File: src/rtl/lm_pkg.sv
package lm_pkg;
  localparam int LINK_BIT   = 11;
  localparam int DUPLEX_BIT = 10;
  localparam int FC_BIT     = 15;
  localparam int SPEED_LSB  = 8;
  localparam logic [4:0] STATUS_REG = 5'd0;

  typedef enum logic [2:0] {
    S_IDLE, S_SEL, S_REQ, S_WAIT, S_EVT
  } lm_state_t;

  typedef struct packed {
    logic       link;
    logic [1:0] speed;
    logic       duplex;
    logic       fc;
  } lm_status_t;
endpackage

File: src/rtl/lm_status_decode.sv
module lm_status_decode
  import lm_pkg::*;
(
  input  logic [15:0] word,
  output lm_status_t  fields
);
  always_comb begin
    fields.link   = word[LINK_BIT];
    fields.speed  = word[SPEED_LSB+1:SPEED_LSB];
    fields.duplex = word[DUPLEX_BIT];
    fields.fc     = word[FC_BIT];
  end
endmodule

File: src/rtl/lm_next_port.sv
module lm_next_port #(
  parameter int NPORTS = 4,
  localparam int PW = (NPORTS > 1) ? $clog2(NPORTS) : 1
) (
  input  logic [NPORTS-1:0] present,
  input  logic [PW-1:0]     from_idx,
  output logic              found,
  output logic [PW-1:0]     idx
);
  always_comb begin
    found = 1'b0;
    idx   = '0;
    for (int i = NPORTS - 1; i >= 0; i--) begin
      if (present[i] && (i >= int'(from_idx))) begin
        found = 1'b1;
        idx   = PW'(i);
      end
    end
  end
endmodule

File: src/rtl/lm_carrier_bank.sv
module lm_carrier_bank #(
  parameter int NPORTS = 4,
  localparam int PW = (NPORTS > 1) ? $clog2(NPORTS) : 1
) (
  input  logic              clk,
  input  logic              rst_n,
  input  logic              upd_en,
  input  logic [PW-1:0]     upd_port,
  input  logic              upd_val,
  output logic [NPORTS-1:0] carrier
);
  for (genvar g = 0; g < NPORTS; g++) begin : g_port
    always_ff @(posedge clk) begin
      if (!rst_n)
        carrier[g] <= 1'b0;
      else if (upd_en && (upd_port == PW'(g)))
        carrier[g] <= upd_val;
    end
  end
endmodule

File: src/rtl/link_monitor.sv
module link_monitor
  import lm_pkg::*;
#(
  parameter int NPORTS = 4,
  localparam int PW = (NPORTS > 1) ? $clog2(NPORTS) : 1
) (
  input  logic              clk,
  input  logic              rst_n,
  input  logic              scan_start,
  input  logic [NPORTS-1:0] port_present,
  input  logic [NPORTS-1:0] port_admin_up,
  output logic              req_valid,
  input  logic              req_ready,
  output logic [PW-1:0]     req_port,
  output logic [4:0]        req_reg,
  input  logic              rsp_valid,
  output logic              rsp_ready,
  input  logic              rsp_error,
  input  logic [15:0]       rsp_data,
  output logic              evt_valid,
  input  logic              evt_ready,
  output logic [PW-1:0]     evt_port,
  output logic              evt_up,
  output logic [1:0]        evt_speed,
  output logic              evt_duplex,
  output logic              evt_fc,
  output logic [NPORTS-1:0] carrier,
  output logic              busy
);
  lm_state_t  state;
  logic [PW-1:0] scan_idx;
  logic [PW-1:0] cur_port;
  logic          nxt_found;
  logic [PW-1:0] nxt_port;
  lm_status_t    dec;
  lm_status_t    ev_fields;
  logic          accept_evt;

  lm_next_port #(.NPORTS(NPORTS)) u_next (
    .present  (port_present),
    .from_idx (scan_idx),
    .found    (nxt_found),
    .idx      (nxt_port)
  );

  lm_status_decode u_dec (
    .word   (rsp_data),
    .fields (dec)
  );

  assign accept_evt = (state == S_EVT) && evt_ready;

  lm_carrier_bank #(.NPORTS(NPORTS)) u_bank (
    .clk      (clk),
    .rst_n    (rst_n),
    .upd_en   (accept_evt),
    .upd_port (cur_port),
    .upd_val  (ev_fields.link),
    .carrier  (carrier)
  );

  always_ff @(posedge clk) begin
    if (!rst_n) begin
      state     <= S_IDLE;
      scan_idx  <= '0;
      cur_port  <= '0;
      ev_fields <= '0;
    end else begin
      unique case (state)
        S_IDLE: begin
          if (scan_start) begin
            scan_idx <= '0;
            state    <= S_SEL;
          end
        end
        S_SEL: begin
          if (!nxt_found) begin
            state <= S_IDLE;
          end else begin
            cur_port <= nxt_port;
            if (port_admin_up[nxt_port]) begin
              state <= S_REQ;
            end else if (carrier[nxt_port]) begin
              ev_fields <= '0;
              state     <= S_EVT;
            end else if (nxt_port == PW'(NPORTS - 1)) begin
              state <= S_IDLE;
            end else begin
              scan_idx <= nxt_port + PW'(1);
            end
          end
        end
        S_REQ: begin
          if (req_ready) state <= S_WAIT;
        end
        S_WAIT: begin
          if (rsp_valid) begin
            if (!rsp_error && (dec.link != carrier[cur_port])) begin
              ev_fields <= dec.link ? dec : '0;
              state     <= S_EVT;
            end else if (cur_port == PW'(NPORTS - 1)) begin
              state <= S_IDLE;
            end else begin
              scan_idx <= cur_port + PW'(1);
              state    <= S_SEL;
            end
          end
        end
        S_EVT: begin
          if (evt_ready) begin
            if (cur_port == PW'(NPORTS - 1)) begin
              state <= S_IDLE;
            end else begin
              scan_idx <= cur_port + PW'(1);
              state    <= S_SEL;
            end
          end
        end
        default: state <= S_IDLE;
      endcase
    end
  end

  assign busy       = (state != S_IDLE);
  assign req_valid  = (state == S_REQ);
  assign req_port   = cur_port;
  assign req_reg    = STATUS_REG;
  assign rsp_ready  = (state == S_WAIT);
  assign evt_valid  = (state == S_EVT);
  assign evt_port   = cur_port;
  assign evt_up     = ev_fields.link;
  assign evt_speed  = ev_fields.speed;
  assign evt_duplex = ev_fields.duplex;
  assign evt_fc     = ev_fields.fc;
endmodule

File: config.mk
export PLATFORM = sky130hd
export DESIGN_NAME = link_monitor
export DESIGN_NICKNAME = d
export VERILOG_FILES = /design/src/rtl/lm_pkg.sv /design/src/rtl/lm_status_decode.sv /design/src/rtl/lm_next_port.sv /design/src/rtl/lm_carrier_bank.sv /design/src/rtl/link_monitor.sv
export SDC_FILE = /design/constraint.sdc
export NUM_CORES = 1
export LEC_CHECK = 0
export BUFFER_PORTS_ARGS = -buffer_cell sky130_fd_sc_hd__buf_2
export CORE_MARGIN = 3
export CORE_UTILIZATION = 44
export DETAILED_ROUTE_END_ITERATION = 10
export GPL_ROUTABILITY_DRIVEN = 0
export PLACE_DENSITY = 0.84
export RECOVER_POWER = 25
export SLEW_MARGIN = 10
export SYNTH_ARGS = -nofsm -noshare
export SYNTH_HDL_FRONTEND = slang
export SYNTH_SLANG_ARGS = --single-unit
File: constraint.sdc
create_clock -name clk -period 1.9 [get_ports clk]
set_input_delay 0.38 -clock clk [delete_from_list [all_inputs] [get_ports clk]]
set_output_delay 0.38 -clock clk [all_outputs]
set_load 0.005 [all_outputs]
==> impl_metrics.prom <==
# TYPE chip_impl_metric gauge
chip_impl_info{name="status",value="complete, but fails checks"} 1
chip_impl_info{name="violations",value="setup timing"} 1
chip_impl_metric{name="cp_data_arrival_time",unit="ns"} 2.28
chip_impl_metric{name="wire_length_of_the_first_global_routing_pass",unit="um"} 6240
chip_impl_metric{name="power.leakage",unit="nW"} 0.805
chip_impl_metric{name="post_synth_mux_area_share",unit="%"} 12.6
chip_impl_metric{name="timing.slew.headroom",unit="%"} 60.7
chip_impl_metric{name="placed_cells_incl_taps",unit=""} 250
chip_impl_metric{name="p_comb_share",unit="%"} 63.2
chip_impl_metric{name="final.period_utilization",unit="%"} 109
chip_impl_metric{name="grt_start_max_net_pins",unit=""} 13
chip_impl_metric{name="finish.net_count",unit=""} 260
chip_impl_metric{name="synthToLayoutAreaGrowth",unit="%"} 37.1
chip_impl_metric{name="portion_of_total_power_attributed_to_the_clock_network",unit="%"} 13.0
chip_impl_metric{name="grt_usage",unit="%"} 22.2
chip_impl_metric{name="cp_data_required_time",unit="ns"} 2.10
chip_impl_metric{name="timing.critical_path.slowest_cell_delay",unit="ns"} 0.38
chip_impl_metric{name="drc",unit=""} 0
chip_impl_metric{name="cp_num_buf_inv",unit=""} 1
chip_impl_metric{name="gr-total-overflow",unit=""} 0
chip_impl_metric{name="drv.max_cap_violation_count",unit=""} 0
chip_impl_metric{name="final_cell_count_no_fill",unit=""} 259
chip_impl_metric{name="fmax",unit="MHz"} 481
chip_impl_metric{name="first_global_vias",unit=""} 1397
chip_impl_metric{name="switching_share",unit="%"} 41.1
chip_impl_metric{name="postLayoutCellArea",unit="um^2"} 1850
chip_impl_metric{name="tightest_slew",unit="ns"} 0.582
chip_impl_metric{name="hold_depth",unit=""} 3
chip_impl_metric{name="crit_path_max_fanout",unit=""} 6
chip_impl_info{name="synth_area_leader_cell",value="sky130_fd_sc_hd__dfxtp_1"} 1
chip_impl_metric{name="final_period_minus_worst_setup_slack",unit="ns"} 2.08
chip_impl_metric{name="clkSinkCount",unit=""} 16
chip_impl_metric{name="ff2ff_path_depth",unit=""} 7
chip_impl_metric{name="dp_hpwl",unit="um"} 2770
chip_impl_metric{name="cts_max_path_buffers",unit=""} 2
chip_impl_metric{name="synth_async_sr_flop_share",unit="%"} 0
chip_impl_metric{name="drt_pass1_iterations",unit=""} 4
chip_impl_info{name="tritoncts",value="built"} 1
chip_impl_metric{name="number_of_diodes_added_for_antenna_fixing",unit=""} 0
chip_impl_metric{name="synth_top_cell_area_share",unit="%"} 23.8
chip_impl_metric{name="p_switching",unit="uW"} 735
chip_impl_metric{name="syn-cell-area",unit="um^2"} 1350
chip_impl_metric{name="synth-compound-area-share",unit="%"} 19.8
chip_impl_info{name="path_class",value="reg2reg"} 1
chip_impl_metric{name="clk_latency",unit="ns"} 0.29
chip_impl_metric{name="worst_setup_hold_path_clk_slew",unit="ns"} 0.10
chip_impl_metric{name="ioPinCount",unit=""} 53
chip_impl_info{name="synth_top_cells_by_area",value="sky130_fd_sc_hd__dfxtp_1 (24%), sky130_fd_sc_hd__mux2i_1 (8.2%), sky130_fd_sc_hd__nand2_1 (6.7%), sky130_fd_sc_hd__nor2_1 (4.5%), sky130_fd_sc_hd__buf_4 (3.9%)"} 1
chip_impl_info{name="cp-end-kind",value="flip-flop"} 1
chip_impl_info{name="worstHoldEndpoint",value="evt_duplex"} 1
chip_impl_info{name="holdCritStartpoint",value="rsp_data[10]"} 1
chip_impl_metric{name="seq_power_share",unit="%"} 23.8
chip_impl_metric{name="placedInstanceArea",unit="um^2"} 1660
chip_impl_metric{name="fin_hold_ws",unit="ns"} 0.334
chip_impl_metric{name="total_number_of_vias",unit=""} 1481
chip_impl_metric{name="synth-simple-area-share",unit="%"} 31.7
chip_impl_metric{name="detail_route.vias_per_cell",unit=""} 5.72
chip_impl_metric{name="synth-warning-count",unit=""} 0
chip_impl_info{name="crit_family",value="compound AO/OA/AOI/OAI gates"} 1
chip_impl_metric{name="initial_utilization",unit="%"} 47.6
chip_impl_metric{name="power.internal",unit="mW"} 1.05
chip_impl_info{name="cts_root_buf",value="sky130_fd_sc_hd__clkbuf_4"} 1
chip_impl_metric{name="synth_seq_area_share",unit="%"} 23.8
chip_impl_metric{name="reg2reg_slack",unit="ns"} -0.18
chip_impl_metric{name="synthDistinctLibCells",unit=""} 52
chip_impl_metric{name="report.final.hold_viol_count",unit=""} 0
chip_impl_info{name="cpMaxStageDelayCell",value="sky130_fd_sc_hd__dfxtp_4"} 1
chip_impl_metric{name="syn_inst",unit=""} 170
chip_impl_info{name="rr_startpoint",value="scan_idx[1]"} 1
chip_impl_metric{name="design.core.area",unit="um^2"} 2830
chip_impl_metric{name="yosys.area_share.adder",unit="%"} 0
chip_impl_metric{name="num-fill-cells",unit=""} 234
chip_impl_metric{name="fin_worst_skew",unit="ns"} 0.0100
chip_impl_info{name="cp_cell_instances",value="mux2_4, a221oi_4, buf_4, mux4_2, a22oi_2, nor2_4, o21a_1"} 1
chip_impl_info{name="postSynth.topFlopCell",value="sky130_fd_sc_hd__dfxtp_1"} 1
chip_impl_metric{name="post_route_cells_drive_above_1_share",unit="%"} 41.7
chip_impl_metric{name="synth_area_per_cell",unit="um^2"} 7.92
chip_impl_info{name="min_path_type",value="in2reg"} 1
chip_impl_metric{name="pd_cells",unit="nW/um^2"} 969
chip_impl_metric{name="dpl_worst_slack",unit="ns"} -0.287
chip_impl_metric{name="drt-initial-drc-count",unit=""} 90
chip_impl_metric{name="count_of_final_setup_violators",unit=""} 10
chip_impl_metric{name="die_y",unit="um"} 61.3
chip_impl_info{name="grt_setup_unrepaired",value="yes"} 1
chip_impl_metric{name="slew_violations",unit=""} 0
chip_impl_metric{name="die_area",unit="um^2"} 3760
chip_impl_info{name="crit-reg2reg-capture",value="state[2]"} 1
chip_impl_info{name="largest_family_of_logic_cells_by_synthesized_area",value="simple AND/OR/NAND/NOR gates"} 1
chip_impl_metric{name="rows",unit=""} 19
chip_impl_metric{name="ys_ff_latch",unit=""} 16
chip_impl_metric{name="worst_slack",unit="ns"} -0.178
chip_impl_metric{name="cts_buffers",unit=""} 3
chip_impl_metric{name="ant_nets",unit=""} 0
chip_impl_metric{name="antenna_found_initial",unit=""} 0
chip_impl_metric{name="xor_xnor_cell_area_share_of_the_yosys_netlist",unit="%"} 1.86
chip_impl_metric{name="level_count_of_the_clock_h_tree",unit=""} 1
chip_impl_metric{name="routedWlPerCell",unit="um"} 15.5
chip_impl_metric{name="vdd.ir_drop.worst",unit="V"} 0.000461
chip_impl_metric{name="routed_wl",unit="um"} 4020
chip_impl_metric{name="placement.io_buffers",unit=""} 36
chip_impl_metric{name="post_synth_edffs",unit=""} 0
chip_impl_info{name="worstSetupStartpointType",value="flip-flop"} 1
chip_impl_metric{name="fp.dieW",unit="um"} 61.3
metal layers:
layer	share of wire, %	global-route usage, %
met1	39	26.4
met5	0	0
met4	1.1	6.81
met3	7.3	5.45
met2	52	39.1
power groups by stage:
stage / Clock (mW) / Combinational, mW / Sequential [mW]
global placement: 0 / 0.856 / 0.423
global route: 0.255 / 1.22 / 0.436
detailed placement: 0 / 0.875 / 0.425
floorplan: 0 / 0.613 / 0.417
CTS: 0.234 / 1.00 / 0.419
finish: 0.233 / 1.13 / 0.426
sequential cells by signal, summed over array words and instances, names as in the netlist:
name and flops:
evt_fc 1, scan_idx 2, evt_duplex 1, u_bank.carrier 4, evt_port 2, state 3
evt_up 1, evt_speed 2
how the worst max path moves through the flow:
stage / end / cells past startpoint / from / slack [ns]
2_1_floorplan: scan_idx[0] / 7 / evt_port[1] / -0.03
3_3_place_gp: evt_up / 9 / port_present[2] / -0.28
3_5_place_dp: evt_speed[1] / 9 / port_present[2] / -0.29
4_1_cts: state[2] / 7 / scan_idx[1] / -0.16
5_1_grt: evt_duplex / 7 / scan_idx[1] / -0.27
6_report: state[2] / 7 / scan_idx[1] / -0.18
cell usage in the layout (no fill, tap or decap), types with 3 or more instances in the layout:
cell type	netlist	routed
sky130_fd_sc_hd__nand2b_1	7	6
sky130_fd_sc_hd__nor3_1	8	5
sky130_fd_sc_hd__buf_4	7	24
sky130_fd_sc_hd__buf_6	2	3
sky130_fd_sc_hd__conb_1	1	5
sky130_fd_sc_hd__nor2_2	0	3
sky130_fd_sc_hd__mux2i_1	11	11
sky130_fd_sc_hd__clkbuf_4	0	3
sky130_fd_sc_hd__inv_1	9	9
sky130_fd_sc_hd__buf_2	1	32
sky130_fd_sc_hd__and2_1	3	3
sky130_fd_sc_hd__o22ai_1	3	3
sky130_fd_sc_hd__dfxtp_1	16	13
sky130_fd_sc_hd__nand2_1	24	23
sky130_fd_sc_hd__nand3_1	4	4
sky130_fd_sc_hd__nor2b_1	7	7
sky130_fd_sc_hd__a21oi_1	6	4
sky130_fd_sc_hd__clkbuf_1	3	5
sky130_fd_sc_hd__nor2_1	16	13
what timing repair did:
item                                    4_1_cts  5_1_grt
hold buffers                                  0        0
setup buffers                                 5        1
endpoints found under the setup margin       10       10
resized for setup                            12       12
pin swaps                                    12        9
cell families (layout without fill, tap and decap cells):
group,count (synthesis),count (layout)
simple gates,82,82
mux,14,14
buf+inv,23,77
xor+xnor,2,2
flops,16,16
other cells,1,5
compound gates,32,32
tightest hold or removal path, stage by stage:
cell and delay, ns:
sky130_fd_sc_hd__buf_2 0.09, sky130_fd_sc_hd__nand2_1 0.05, sky130_fd_sc_hd__mux2i_1 0.06
per-stage QoR:
stage / setup TNS [ns] / utilization [%] / power, mW
after CTS: -1.32 / 63.5 / 1.65
after global routing: -2.44 / 65.2 / 1.91
after floorplan: -0.0641 / - / 1.03
after global placement: -2.48 / 58.8 / 1.28
after detailed placement: -2.60 / 58.8 / 1.30
final: -1.47 / 65.2 / 1.79
cell type report:
class                      instances  area [um^2]  share of cell area, %
multi-input combinational        135         1020                   55.1
timing repair buffer              64          393                   21.3
sequential                        16          327                   17.7
tap                               31         38.8                   2.10
clock buffer                       4         36.3                   1.97
inverter                           9         33.8                   1.83
synthesized netlist by cell type, types with 2 or more instances:
cell	n
sky130_fd_sc_hd__nor3_1	8
sky130_fd_sc_hd__o21a_1	2
sky130_fd_sc_hd__or3_1	2
sky130_fd_sc_hd__mux4_2	2
sky130_fd_sc_hd__buf_4	7
sky130_fd_sc_hd__buf_6	2
sky130_fd_sc_hd__and2_1	3
sky130_fd_sc_hd__nand3_1	4
sky130_fd_sc_hd__nor2_1	16
sky130_fd_sc_hd__nor2b_1	7
sky130_fd_sc_hd__nor3b_1	2
sky130_fd_sc_hd__a21oi_1	6
sky130_fd_sc_hd__o21ai_0	3
sky130_fd_sc_hd__nand2_1	24
sky130_fd_sc_hd__o22ai_1	3
sky130_fd_sc_hd__inv_1	9
sky130_fd_sc_hd__nand2b_1	7
sky130_fd_sc_hd__dfxtp_1	16
sky130_fd_sc_hd__a21o_1	2
sky130_fd_sc_hd__clkbuf_1	3
sky130_fd_sc_hd__mux2i_1	11
No activity file was read; power rests on OpenSTA's default activity.
